### config.mk
export PLATFORM = sky130hd
export DESIGN_NAME = pfd_lock_top
export DESIGN_NICKNAME = d
export VERILOG_FILES = /design/src/rtl/pfd_pkg.sv /design/src/rtl/pfd_edge_core.sv /design/src/rtl/pfd_drive_map.sv /design/src/rtl/pfd_lock_mon.sv /design/src/rtl/pfd_lock_top.sv
export SDC_FILE = /design/constraint.sdc
export NUM_CORES = 1
export LEC_CHECK = 0
export ABC_AREA = 1
export BUFFER_PORTS_ARGS = -buffer_cell sky130_fd_sc_hd__buf_2
export CAP_MARGIN = 0
export CELL_PAD_IN_SITES_DETAIL_PLACEMENT = 0
export CELL_PAD_IN_SITES_GLOBAL_PLACEMENT = 1
export CORE_MARGIN = 10
export CORE_UTILIZATION = 27
export DETAILED_ROUTE_END_ITERATION = 12
export GPL_ROUTABILITY_DRIVEN = 0
export PLACE_DENSITY = 0.66
export SYNTH_ARGS = -nofsm -noshare
export SYNTH_HDL_FRONTEND = slang
export SYNTH_SLANG_ARGS = --single-unit
### constraint.sdc
create_clock -name clk -period 0.9 [get_ports clk]
set_input_delay 0.045 -clock clk [delete_from_list [all_inputs] [get_ports clk]]
set_output_delay 0.045 -clock clk [all_outputs]
set_load 0.1 [all_outputs]
### src/rtl/pfd_pkg.sv
package pfd_pkg;

   typedef struct packed {
      logic swap;
      logic dual_en;
      logic se_off;
      logic se_inv;
      logic lock_en;
   } pfd_cfg_t;

endpackage

### src/rtl/pfd_edge_core.sv
module pfd_edge_core #(
   parameter int MIN_PULSE = 2
) (
   input  logic clk,
   input  logic rst,
   input  logic ref_i,
   input  logic vco_i,
   output logic up_o,
   output logic dn_o
);

   logic ref_q, vco_q;
   logic up_q, dn_q;
   logic rise_ref, rise_vco;
   logic both;
   logic clr;

   assign rise_ref = ref_i & ~ref_q;
   assign rise_vco = vco_i & ~vco_q;
   assign both     = up_q & dn_q;

   generate
      if (MIN_PULSE < 1) begin : g_bad_min
         $error("pfd_edge_core: MIN_PULSE must be at least 1");
      end

      if (MIN_PULSE == 1) begin : g_direct
         assign clr = both;
      end else begin : g_count
         localparam int CW = $clog2(MIN_PULSE);
         localparam logic [CW-1:0] LAST = CW'(MIN_PULSE - 1);
         logic [CW-1:0] cnt_q;

         always_ff @(posedge clk) begin
            if (rst) begin
               cnt_q <= '0;
            end else if (both) begin
               cnt_q <= (cnt_q == LAST) ? '0 : cnt_q + CW'(1);
            end else begin
               cnt_q <= '0;
            end
         end

         assign clr = both && (cnt_q == LAST);

         // overlap must last longer than one cycle when the window is wider
         assert_min_overlap_R2: assert property (@(posedge clk) disable iff (rst)
            $rose(both) |=> both);
      end
   endgenerate

   always_ff @(posedge clk) begin
      if (rst) begin
         ref_q <= 1'b0;
         vco_q <= 1'b0;
         up_q  <= 1'b0;
         dn_q  <= 1'b0;
      end else begin
         ref_q <= ref_i;
         vco_q <= vco_i;
         up_q  <= (up_q & ~clr) | rise_vco;
         dn_q  <= (dn_q & ~clr) | rise_ref;
      end
   end

   // a state set alone is never dropped before its partner arrives
   assert_single_persists_R2: assert property (@(posedge clk) disable iff (rst)
      (up_q && !dn_q) |=> up_q);

   assign up_o = up_q;
   assign dn_o = dn_q;

endmodule

### src/rtl/pfd_drive_map.sv
module pfd_drive_map
   import pfd_pkg::*;
(
   input  pfd_cfg_t cfg,
   input  logic     up_i,
   input  logic     dn_i,
   output logic     phi_r_n_o,
   output logic     phi_v_n_o,
   output logic     se_en_o,
   output logic     se_val_o
);

   logic up_act, dn_act;
   logic up_only, dn_only;

   assign up_act = cfg.dual_en & up_i;
   assign dn_act = cfg.dual_en & dn_i;

   always_comb begin
      if (cfg.swap) begin
         phi_r_n_o = ~up_act;
         phi_v_n_o = ~dn_act;
      end else begin
         phi_r_n_o = ~dn_act;
         phi_v_n_o = ~up_act;
      end
   end

   assign up_only  = up_i & ~dn_i;
   assign dn_only  = dn_i & ~up_i;
   assign se_en_o  = ~cfg.se_off & (up_only | dn_only);
   assign se_val_o = cfg.se_inv ? dn_only : up_only;

endmodule

### src/rtl/pfd_lock_mon.sv
module pfd_lock_mon #(
   parameter int MIN_PULSE = 2
) (
   input  logic clk,
   input  logic rst,
   input  logic up_i,
   input  logic dn_i,
   input  logic lock_en_i,
   output logic lock_o
);

   localparam int HW = $clog2(MIN_PULSE + 1);
   localparam logic [HW-1:0] LOAD = HW'(MIN_PULSE);

   logic          active;
   logic [HW-1:0] hold_q;
   logic          en_q;

   assign active = up_i | dn_i;

   always_ff @(posedge clk) begin
      if (rst) begin
         hold_q <= '0;
         en_q   <= 1'b0;
      end else begin
         en_q <= lock_en_i;
         if (active) begin
            hold_q <= LOAD;
         end else if (hold_q != '0) begin
            hold_q <= hold_q - HW'(1);
         end
      end
   end

   assign lock_o = en_q & ~active & (hold_q == '0);

   // the low pulse outlasts the end of the correction
   assert_stretch_R9: assert property (@(posedge clk) disable iff (rst)
      $fell(active) |-> !lock_o);

endmodule

### src/rtl/pfd_lock_top.sv
module pfd_lock_top #(
   parameter int MIN_PULSE = 2
) (
   input  logic clk,
   input  logic rst,
   input  logic ref_pulse_i,
   input  logic vco_pulse_i,
   input  logic cfg_swap_i,
   input  logic cfg_dual_en_i,
   input  logic cfg_se_off_i,
   input  logic cfg_se_inv_i,
   input  logic cfg_lock_en_i,
   output logic phi_r_n_o,
   output logic phi_v_n_o,
   output logic se_drive_en_o,
   output logic se_drive_val_o,
   output logic lock_o
);

   import pfd_pkg::*;

   pfd_cfg_t cfg;
   logic     up_w, dn_w;

   assign cfg.swap    = cfg_swap_i;
   assign cfg.dual_en = cfg_dual_en_i;
   assign cfg.se_off  = cfg_se_off_i;
   assign cfg.se_inv  = cfg_se_inv_i;
   assign cfg.lock_en = cfg_lock_en_i;

   pfd_edge_core #(.MIN_PULSE(MIN_PULSE)) i_core (
      .clk   (clk),
      .rst   (rst),
      .ref_i (ref_pulse_i),
      .vco_i (vco_pulse_i),
      .up_o  (up_w),
      .dn_o  (dn_w)
   );

   pfd_drive_map i_map (
      .cfg       (cfg),
      .up_i      (up_w),
      .dn_i      (dn_w),
      .phi_r_n_o (phi_r_n_o),
      .phi_v_n_o (phi_v_n_o),
      .se_en_o   (se_drive_en_o),
      .se_val_o  (se_drive_val_o)
   );

   pfd_lock_mon #(.MIN_PULSE(MIN_PULSE)) i_lock (
      .clk       (clk),
      .rst       (rst),
      .up_i      (up_w),
      .dn_i      (dn_w),
      .lock_en_i (cfg_lock_en_i),
      .lock_o    (lock_o)
   );

   // both pair outputs low together only during the forced overlap
   assert_dual_overlap_R3: assert property (@(posedge clk) disable iff (rst)
      (!phi_r_n_o && !phi_v_n_o) |-> (up_w && dn_w));

   // the single-ended output is driven only when exactly one state is set
   assert_se_single_R6: assert property (@(posedge clk) disable iff (rst)
      se_drive_en_o |-> (up_w ^ dn_w));

endmodule

==> flow_summary_export.csv <==
group,metric,value,unit
worst_setup_path,crit_type,"reg2out",
synth,ys.warnings.count,0,
timing,post-route-period-util,1.38,
routing,drc,0,
power_and_ir_drop,leakagePower,0.345,nW
synth,syn-num-nets,67,
clock_network,clk_path_buf_depth,2,
clock_network,cts_root_buffer,"clkbuf_4",
placement,dpl_cell_area,616,um^2
synth,synth_cell_types,10,
finish,diodes,0,
floorplanning,die_h,57.3,um
min_path,hold_class,"in2reg",
floorplanning,dieWidth,57.3,um
timing,fin_skew,0.00100,ns
grt,grt_pass1_wl,1420,um
finish,layout.nets,90,
timing,worst_slack,-0.345,ns
routing,drt_iter0_drc,4,
clock_network,clkTransAtPathRegs,0.05,ns
routing,postRouteAntennaNets,0,
finish,area_growth,84.1,%
placement,port-buffer-count,13,
outcome,outcome,"finished with violations",
timing,fmax,0.803,GHz
routing,via_count,371,
clock_network,cts_made_buffers,3,
grt,grt_overflow,0,
outcome,violations,"setup timing",
synth,synth_top_flop_cell,"dfxtp_1",
clock_network,cts_tree,"yes",
clock_network,cts_sinks,8,
worst_setup_path,crit_slowest_cell,"dfxtp_2",
clock_network,clk_latency,0.25,ns
worst_setup_path,path_common_cell,"inv_2",
synth,async_flop_share,0,
finish,layout.cells.non_filler,90,
timing,hold_viol,0,
worst_setup_path,crit_fanout,3,
routing,via_per_inst,4.12,
floorplanning,num_rows,13,
synth,syn_avg_cell_area,6.97,um^2
synth,ys_seq_area_frac,0.425,
synth,synth.largest_area_cell,"dfxtp_1",
finish,fin_area,693,um^2
floorplanning,coreArea,1300,um^2
worst_setup_path,cp-start-kind,"flop",
worst_setup_path,critPathRequiredTime,0.85,ns
power_and_ir_drop,pwr_density_cell,1640,nW/um^2
synth,synthCells,54,
flow_run,drv_cap,0,
synth,synth-edff-count,0,
grt,grt_pass1_vias,357,
synth,synth_top_area_frac,0.425,
timing,slew_violations,0,
grt,grt_max_degree,7,
worst_setup_path,crit_chain,"inv_2 > ha_4 > inv_2 > nor2_4 > buf_12",
grt,antenna_found_initial,0,
worst_setup_path,critPathMaxStageDelay,0.34,ns
floorplanning,ios,14,
routing,wl_per_cell,9.70,um
worst_setup_path,critical_path_arrival,1.20,ns
placement,pre_cts_slack,-0.109,ns
synth,ys_top_cells_by_area,"dfxtp_1 (43%), nand2_1 (17%), ha_1 (13%)",
synth,synth_area,377,um^2
grt,met3_usage,0.0177,
routing,wl,873,um
finish,fin_util,0.533,
placement,hpwlAfterDp,688,um
timing,fin_crit,1.25,ns
grt,grt_busiest_layer,"met2",
grt,grtUsageTotal,0.0527,
grt,met2_usage,0.0798,
synth,yosysMostFrequentCell,"nand2_1",
clock_network,ctsHtreeMaxLevel,1,
synth,synth_seq_cells,8,
timing,tightest_slew,0.173,ns
placement,place_inst,85,
timing,relSlewSlack,0.885,
timing,finalSetupViolCount,7,
finish,drive_gt1_frac,0.560,
worst_setup_path,critPathCaptureType,"primary output",
grt,use_met1,0.0591,
timing,rsz0062_at_grt,"true",
routing,first_pass_iters,4,
floorplanning,start_util,0.289,
floorplanning,dieArea,3290,um^2
synth,yosys-top-cells-count,"nand2_1 (17), inv_1 (11), dfxtp_1 (8)",
power_and_ir_drop,ir_drop,0.000673,V
sequential cells by signal (all words and copies together), names as in the netlist:
register,cells
i_core.vco_q,1
i_lock.en_q,1
i_core.ref_q,1
i_lock.hold_q,2
i_core.g_count.cnt_q,1
i_core.up_o,1
i_core.dn_o,1
repair_timing:
action                                 4_1_cts  5_1_grt
hold buffers                                 1        0
resized for setup                            5        8
endpoints found under the hold margin        1        0
pin swaps                                    5        5
setup buffers                                1        0
setup endpoints to repair                    7        9
logic make-up (layout without fill, tap and decap cells):
kind of cell	after synthesis	count (layout)	synth area share
compound gates	2	2	0.0266
buf+inv	12	33	0.120
flops	8	8	0.425
fa+ha+maj	4	4	0.133
simple gates	28	28	0.296
worst paths after layout:
kind | from | to | slack, ns | cells past startpoint
max | i_core.up_o | se_drive_en_o | -0.35 | 5
min | vco_pulse_i | i_core.vco_q | 0.01 | 3
max reg2reg | i_core.up_o | i_core.dn_o | -0.03 | 5
min reg2reg | i_core.g_count.cnt_q | i_core.g_count.cnt_q | 0.41 | 1
placed cells by master, fill, tap and decap left out:
cell type,synthesis,routed
nor3_4,0,1
nand3_1,4,4
buf_4,0,3
clkbuf_4,0,3
ha_1,4,1
nand2_1,17,8
nor2_4,0,1
o21ai_4,0,1
inv_1,11,8
a21oi_2,0,1
dlygate4sd3_1,0,1
nand2_2,0,6
nor2_1,6,5
dfxtp_2,0,2
buf_12,0,5
dfxtp_1,8,6
buf_2,0,8
ha_4,0,1
nand2_4,0,3
inv_2,1,4
ha_2,0,2
buf_6,0,1
worst max-delay path, delay by kind of cell (launching register included):
family	cells	cell delay [ns]
and+or+nand+nor	1	0.09
adders and majority gates	1	0.26
DFF	1	0.34
buffers and inverters	3	0.26
final cells by class:
type / count / area, um^2
clock buffer: 3 / 22.5
fill: 133 / 608
inverter: 12 / 45.0
multi-input combinational: 34 / 260
sequential: 8 / 163
tap: 15 / 18.8
timing repair buffer: 18 / 184
metal layers:
layer / part of all wire / vias up
met5: 0 / -
met4: 0.014 / 0
met3: 0.047 / 2
met2: 0.52 / 7
met1: 0.42 / 160
li1: - / 202
power breakdown:
| part | internal, mW | switching, mW |
|---|---|---|
| Sequential | 0.381 | 0.0196 |
| Clock | 0.152 | 0.117 |
| Combinational | 0.184 | 0.279 |
| Total | 0.718 | 0.416 |
stage by stage:
step	TNS, ns	power (mW)	hold slack, ns
2_1_floorplan	-1.08	0.672	0.114
3_3_place_gp	-0.278	0.831	0.249
3_5_place_dp	-0.289	0.833	0.253
4_1_cts	-1.59	1.13	0.00561
5_1_grt	-1.92	1.20	0.0233
6_report	-1.52	1.13	0.0132
Note: power is estimated with default switching activity, not from simulation.
